## config.mk

```make
export PLATFORM = sky130hd
export DESIGN_NAME = dbg_match_unit
export DESIGN_NICKNAME = d
export VERILOG_FILES = /design/src/rtl/dbg_match_pkg.sv /design/src/rtl/dbg_slot.sv /design/src/rtl/dbg_hit_ctrl.sv /design/src/rtl/dbg_match_unit.sv
export SDC_FILE = /design/constraint.sdc
export NUM_CORES = 1
export LEC_CHECK = 0
export BUFFER_PORTS_ARGS = -buffer_cell sky130_fd_sc_hd__buf_2
export CORE_ASPECT_RATIO = 0.9
export CORE_MARGIN = 2
export CORE_UTILIZATION = 33
export CTS_CLUSTER_DIAMETER = 80
export DETAILED_ROUTE_END_ITERATION = 16
export HOLD_SLACK_MARGIN = 0.08
export PLACE_DENSITY = 0.59
export SETUP_SLACK_MARGIN = 0.05
export SKIP_CTS_REPAIR_TIMING = 1
export SLEW_MARGIN = 40
export SYNTH_ARGS = -nofsm -noshare
export SYNTH_HDL_FRONTEND = slang
export SYNTH_SLANG_ARGS = --single-unit
```

## constraint.sdc

```tcl
create_clock -name clk_i -period 3.3 [get_ports clk_i]
set_input_delay 0.33 -clock clk_i [delete_from_list [all_inputs] [get_ports clk_i]]
set_output_delay 0.33 -clock clk_i [all_outputs]
set_load 0.005 [all_outputs]
```

## src/rtl/dbg_match_pkg.sv

```systemverilog
package dbg_match_pkg;
  typedef enum logic [1:0] {
    SPC_CODE  = 2'd0,
    SPC_IDATA = 2'd1,
    SPC_XDATA = 2'd2,
    SPC_SFR   = 2'd3
  } space_e;
endpackage

```

## src/rtl/dbg_slot.sv

```systemverilog
module dbg_slot
  import dbg_match_pkg::*;
#(
  parameter int AW = 24,
  parameter int DW = 8
) (
  input  logic          clk_i,
  input  logic          rst_ni,
  input  logic          wr_i,
  input  logic          en_i,
  input  logic [1:0]    space_i,
  input  logic          rd_en_i,
  input  logic          wr_en_i,
  input  logic          pat_en_i,
  input  logic [AW-1:0] addr_i,
  input  logic [DW-1:0] data_i,
  input  logic          fetch_valid_i,
  input  logic [AW-1:0] fetch_addr_i,
  input  logic          acc_valid_i,
  input  logic [1:0]    acc_space_i,
  input  logic          acc_we_i,
  input  logic [AW-1:0] acc_addr_i,
  input  logic [DW-1:0] acc_data_i,
  input  logic          acc_dbg_i,
  output logic          en_o,
  output logic          code_hit_o,
  output logic          data_hit_o
);
  logic          en_q, rd_q, wr_q, pat_q;
  logic [1:0]    space_q;
  logic [AW-1:0] addr_q;
  logic [DW-1:0] data_q;

  always_ff @(posedge clk_i or negedge rst_ni) begin
    if (!rst_ni) begin
      en_q    <= 1'b0;
      rd_q    <= 1'b0;
      wr_q    <= 1'b0;
      pat_q   <= 1'b0;
      space_q <= SPC_CODE;
      addr_q  <= '0;
      data_q  <= '0;
    end else if (wr_i) begin
      en_q    <= en_i;
      rd_q    <= rd_en_i;
      wr_q    <= wr_en_i;
      pat_q   <= pat_en_i;
      space_q <= space_i;
      addr_q  <= addr_i;
      data_q  <= data_i;
    end
  end

  logic is_code, dir_ok, data_ok;
  assign is_code = (space_q == SPC_CODE);
  assign dir_ok  = acc_we_i ? wr_q : rd_q;
  assign data_ok = !pat_q || (acc_data_i == data_q);

  assign en_o       = en_q;
  assign code_hit_o = en_q && is_code && fetch_valid_i && (fetch_addr_i == addr_q);
  assign data_hit_o = en_q && !is_code && acc_valid_i && !acc_dbg_i &&
                      (acc_space_i == space_q) && (acc_addr_i == addr_q) &&
                      dir_ok && data_ok;


  dbg_no_match_chk: assert property (@(posedge clk_i) disable iff (!rst_ni)
    acc_dbg_i |-> !data_hit_o);

  slot_off_chk: assert property (@(posedge clk_i) disable iff (!rst_ni)
    !en_q |-> !(code_hit_o || data_hit_o));
endmodule

```

## src/rtl/dbg_hit_ctrl.sv

```systemverilog
module dbg_hit_ctrl #(
  parameter int NSLOT = 4
) (
  input  logic             clk_i,
  input  logic             rst_ni,
  input  logic [NSLOT-1:0] match_i,
  input  logic             clr_i,
  output logic [NSLOT-1:0] hit_o,
  output logic             halt_o
);
  logic [NSLOT-1:0] hit_q;
  logic             halt_q;

  // set wins over clear
  always_ff @(posedge clk_i or negedge rst_ni) begin
    if (!rst_ni) begin
      hit_q  <= '0;
      halt_q <= 1'b0;
    end else begin
      hit_q  <= (clr_i ? '0 : hit_q) | match_i;
      halt_q <= (clr_i ? 1'b0 : halt_q) | (|match_i);
    end
  end

  assign hit_o  = hit_q;
  assign halt_o = halt_q;


  sticky_hold_chk: assert property (@(posedge clk_i) disable iff (!rst_ni)
    !clr_i |=> (($past(hit_q) & ~hit_q) == '0));

  match_sets_chk: assert property (@(posedge clk_i) disable iff (!rst_ni)
    (match_i != '0) |=> ((hit_q & $past(match_i)) == $past(match_i)));

  halt_tracks_chk: assert property (@(posedge clk_i) disable iff (!rst_ni)
    halt_q == (hit_q != '0));
endmodule

```

## src/rtl/dbg_match_unit.sv

```systemverilog
module dbg_match_unit
  import dbg_match_pkg::*;
#(
  parameter int NSLOT  = 4,
  parameter int AW     = 24,
  parameter int DW     = 8,
  localparam int SLOT_W = (NSLOT > 1) ? $clog2(NSLOT) : 1
) (
  input  logic              clk_i,
  input  logic              rst_ni,
  input  logic              cfg_we_i,
  input  logic [SLOT_W-1:0] cfg_slot_i,
  input  logic              cfg_en_i,
  input  logic [1:0]        cfg_space_i,
  input  logic              cfg_rd_i,
  input  logic              cfg_wr_i,
  input  logic              cfg_pat_i,
  input  logic [AW-1:0]     cfg_addr_i,
  input  logic [DW-1:0]     cfg_data_i,
  input  logic              hit_clr_i,
  input  logic              fetch_valid_i,
  input  logic [AW-1:0]     fetch_addr_i,
  input  logic              acc_valid_i,
  input  logic [1:0]        acc_space_i,
  input  logic              acc_we_i,
  input  logic [AW-1:0]     acc_addr_i,
  input  logic [DW-1:0]     acc_data_i,
  input  logic              acc_dbg_i,
  input  logic              exec_i,
  output logic [NSLOT-1:0]  hit_o,
  output logic              halt_o,
  output logic              run_o,
  output logic              dbg_acs_o,
  output logic              idle_o
);
  logic [NSLOT-1:0] slot_en, code_hit, data_hit, match;
  logic             any_en, halt_q;

  assign any_en = |slot_en;

  // comparator inputs held at zero while idle
  logic          g_fvalid, g_avalid, g_we, g_dbg;
  logic [AW-1:0] g_faddr, g_aaddr;
  logic [DW-1:0] g_adata;
  logic [1:0]    g_aspace;
  assign g_fvalid = fetch_valid_i & any_en;
  assign g_faddr  = fetch_addr_i & {AW{any_en}};
  assign g_avalid = acc_valid_i & any_en;
  assign g_aspace = acc_space_i & {2{any_en}};
  assign g_we     = acc_we_i & any_en;
  assign g_aaddr  = acc_addr_i & {AW{any_en}};
  assign g_adata  = acc_data_i & {DW{any_en}};
  assign g_dbg    = acc_dbg_i & any_en;

  for (genvar i = 0; i < NSLOT; i++) begin : g_slot
    dbg_slot #(.AW(AW), .DW(DW)) u_slot (
      .clk_i         (clk_i),
      .rst_ni        (rst_ni),
      .wr_i          (cfg_we_i && (cfg_slot_i == SLOT_W'(i))),
      .en_i          (cfg_en_i),
      .space_i       (cfg_space_i),
      .rd_en_i       (cfg_rd_i),
      .wr_en_i       (cfg_wr_i),
      .pat_en_i      (cfg_pat_i),
      .addr_i        (cfg_addr_i),
      .data_i        (cfg_data_i),
      .fetch_valid_i (g_fvalid),
      .fetch_addr_i  (g_faddr),
      .acc_valid_i   (g_avalid),
      .acc_space_i   (g_aspace),
      .acc_we_i      (g_we),
      .acc_addr_i    (g_aaddr),
      .acc_data_i    (g_adata),
      .acc_dbg_i     (g_dbg),
      .en_o          (slot_en[i]),
      .code_hit_o    (code_hit[i]),
      .data_hit_o    (data_hit[i])
    );
  end

  assign match = code_hit | data_hit;

  dbg_hit_ctrl #(.NSLOT(NSLOT)) u_hit (
    .clk_i   (clk_i),
    .rst_ni  (rst_ni),
    .match_i (match),
    .clr_i   (hit_clr_i),
    .hit_o   (hit_o),
    .halt_o  (halt_q)
  );

  // program breakpoint stops the core in the fetch cycle
  assign halt_o    = halt_q | (|code_hit);
  assign run_o     = exec_i & ~halt_o;
  assign dbg_acs_o = acc_valid_i & acc_dbg_i;
  assign idle_o    = ~any_en;


  idle_quiet_chk: assert property (@(posedge clk_i) disable iff (!rst_ni)
    idle_o |-> (match == '0));

  code_halt_chk: assert property (@(posedge clk_i) disable iff (!rst_ni)
    (code_hit != '0) |=> halt_o);

  run_halt_chk: assert property (@(posedge clk_i) disable iff (!rst_ni)
    halt_o |-> !run_o);
endmodule

```

==> impl_metrics.csv <==
group,metric,value,unit
sta,slew_headroom,0.471,
placed_design,place_congestion,0.969,
critical_path,cp_max_fo,8,
grt,grt_max_degree,96,
critical_path,cp.arrival,3.16,ns
job,cap_violations,0,
sta,skew,0.00861,ns
min_path,hp-class,"input port to flop",
outcome,violations,"setup timing",
grt,grt_antenna_before_repair,5,
grt,grt_pass1_wl,62.5,mm
cells_and_area,nNetsFinal,1357,
cells_and_area,layout_commonest_cell,"dfrtp_1",
placed_design,pre_cts_ws,0.207,ns
logic_synthesis,synth_edf_count,0,
critical_path,crit_path_end_kind,"output pin",
clocking,clkSinkCount,157,
detailed_routing,via_count,10300,
grt,grt_pass1_vias,9392,
grt,grt_overflow,0,
power_and_ir_drop,ir_drop,0.385,mV
placed_design,dp_hpwl,32.2,mm
power_and_ir_drop,leakage,0.00511,uW
sta,setup_violations,2,
cells_and_area,final_cell_mix,"157 x dfrtp_1, 154 x mux2_2, 148 x nor2_1",
grt,grt_usage,0.248,
logic_synthesis,ys_types,53,
detailed_routing,wl_per_cell,25.6,um
min_path,min-delay-start,"hit_clr_i",
logic_synthesis,synthAdderAreaFrac,0,
logic_synthesis,synthMuxAreaShare,0.158,
sta,period_minus_slack,3.49,ns
critical_path,startpoint,"g_slot[1].u_slot.en_o$_DFFE_PN0P_",
clocking,clkTransAtPathRegs,0.07,ns
sta,rsz0062_at_grt,"yes",
floorplanning,die_y,177,um
clocking,htree_levels,4,
logic_synthesis,seq_area_frac_synth,0.358,
sta,worstMarginPinSlew,0.790,ns
detailed_routing,wl,43.2,mm
clocking,cts_buffers,17,
logic_synthesis,synth-xor-area-share,0.0711,
power_and_ir_drop,seq_power_share,0.421,
clocking,cts_root_buffer,"clkbuf_16",
logic_synthesis,synthesis.instances,1156,
sta,max_freq,0.287,GHz
sta,fin_crit_sh,1.06,
power_and_ir_drop,switching_share,0.374,
critical_path,rr_startpoint,"g_slot[1].u_slot.en_o$_DFFE_PN0P_",
logic_synthesis,synth_top_family_by_area,"simple AND/OR/NAND/NOR gates",
cells_and_area,syn2layout_area_growth,18.6,%
clocking,clockBufferDepth,2,
placed_design,placed_cell_area,12000,um2
clocking,clk_latency,0.45,ns
critical_path,critPathMaxStageDelay,0.60,ns
power_and_ir_drop,pwr-share-comb,0.299,
critical_path,crit_slowest_cell,"or4_4",
power_and_ir_drop,power.internal,4420,uW
critical_path,worstPathRequired,2.97,ns
logic_synthesis,synth_area,11000,um2
outcome,status,"finished with violations",
floorplanning,die_area,34700,um2
logic_synthesis,synth_compound_area_frac,0.167,
clocking,cts_tree,"yes",
detailed_routing,drc,0,
detailed_routing,routed_via_density,6.09,
logic_synthesis,synthesis.nets,1263,
logic_synthesis,syn_area_per_cell,9.48,um2
floorplanning,io_pins,115,
sta,drv_slew,0,
detailed_routing,firstDrtPassIters,6,
power_and_ir_drop,p_sw,2640,uW
power_and_ir_drop,p_per_area,543,nW/um2
cells_and_area,design_area,13000,um2
critical_path,critPathLaunchType,"flop",
floorplanning,coreArea,32900,um2
detailed_routing,final_antenna_net_count,0,
floorplanning,num_rows,63,
detailed_routing,initialDrtViolationCount,1082,
critical_path,worstSetupPathType,"flop to output pin",
logic_synthesis,synthSimpleGateAreaFrac,0.193,
sta,hold_viol_final,0,
critical_path,worst_path_most_repeated_cell,"nor4_4",
logic_synthesis,synthFlopType,"dfrtp_1",
placed_design,portBuffers,114,
power_and_ir_drop,p_clk_frac,0.280,
logic_synthesis,ys_ff_latch,157,
logic_synthesis,async_flop_share,1.00,
critical_path,crit_chain,"or4_4, clkinv_8, buf_12, nor2_4, o32ai_2, buf_4, nand4_1, nor4_4, nor4_4, and3b_1, buf_2",
logic_synthesis,yosys_warnings,0,
floorplanning,initial_core_util,0.334,
floorplanning,die_x,196,um
sta,fin_ws,-0.189,ns
cells_and_area,drive_above_1_share,0.304,
-- Yosys cell counts, drive strengths merged, types with 15 or more instances --
library cell	number	area, um2
inv	30	113
a21oi	24	120
dfrtp	157	3930
buf	44	240
clkbuf	59	221
nand4	25	156
o32ai	72	631
nor4bb	78	781
o21ai	22	110
o22ai	15	93.8
nor2b	15	93.8
a31oi	80	500
mux2	154	1730
nand2	35	131
nor2	150	563
xnor2	83	727
-- state kept, by name, indices dropped and copies added, names as in the netlist --
signal,flops
g_slot.u_slot.rd_q,4
g_slot.u_slot.en_o,4
g_slot.u_slot.wr_q,4
g_slot.u_slot.space_q,8
u_hit.halt_o,1
u_hit.hit_o,4
g_slot.u_slot.addr_q,96
g_slot.u_slot.pat_q,4
g_slot.u_slot.data_q,32
-- through the flow --
stage / utilization / total power (uW) / hold slack (ns) / std cells / TNS [ns]
floorplan: - / 4070 / 0.0344 / 1156 / 0
global placement: 0.365 / 4900 / 0.487 / 1631 / 0
detailed placement: 0.365 / 4940 / 0.419 / 1631 / 0
CTS: 0.382 / 6930 / -0.0545 / 1663 / -0.512
global route: 0.395 / 7390 / 0.137 / 1685 / -0.463
finish: 0.395 / 7060 / 0.145 / 1689 / -0.256
-- cell type report --
cell class	instances	area, um2
Multi-Input combinational cell	865	6580
Fill cell	3238	19900
Clock buffer	18	429
Tap cell	422	528
Sequential cell	157	3930
Timing Repair Buffer	178	1240
Antenna cell	4	10.0
Clock inverter	14	148
Inverter	31	129
-- logic make-up after synthesis --
logic type,count (synthesis)
muxes,154
DFF,157
AOI/OAI and AO/OA,257
buffers and inverters,134
and+or+nand+nor,365
xor gates and xnor gates,89
-- routing by layer --
metal	track usage	up-vias	wire length, um
li1	-	4591	-
met1	0.321	5116	18100
met2	0.388	466	19500
met3	0.0690	97	3850
met4	0.102	8	1650
met5	0.0157	-	112
-- path summary, 6_finish.rpt --
path | endpoint | slack [ns] | cells after the start
max | run_o | -0.19 | 11
min | u_hit.hit_o[2]$_DFF_PN0_ | 0.15 | 2
max reg2reg | u_hit.halt_o$_DFF_PN0_ | 0.18 | 13
min reg2reg | g_slot[2].u_slot.wr_q$_DFFE_PN0P_ | 0.51 | 1
max in group asynchronous | g_slot[3].u_slot.data_q[0]$_DFFE_PN0P_ | 2.26 | 3
min in group asynchronous | g_slot[3].u_slot.addr_q[19]$_DFFE_PN0P_ | 0.36 | 2
-- critical path, delay by kind of cell, from the launching register on --
family / cells / cell delay [ns]
buf+inv: 4 / 0.53
compound gates: 1 / 0.26
flops: 1 / 0.39
simple gates: 6 / 1.54
-- power by group through the flow --
stage          registers [uW]  clock network, uW  logic (uW)
6_report                 2970               1980        2110
5_1_grt                  3010               2100        2270
4_1_cts                  2940               2010        1970
3_5_place_dp             2980                  0        1960
3_3_place_gp             2970                  0        1940
2_1_floorplan            2640                  0        1430
Power figures use the tool's default switching activity.
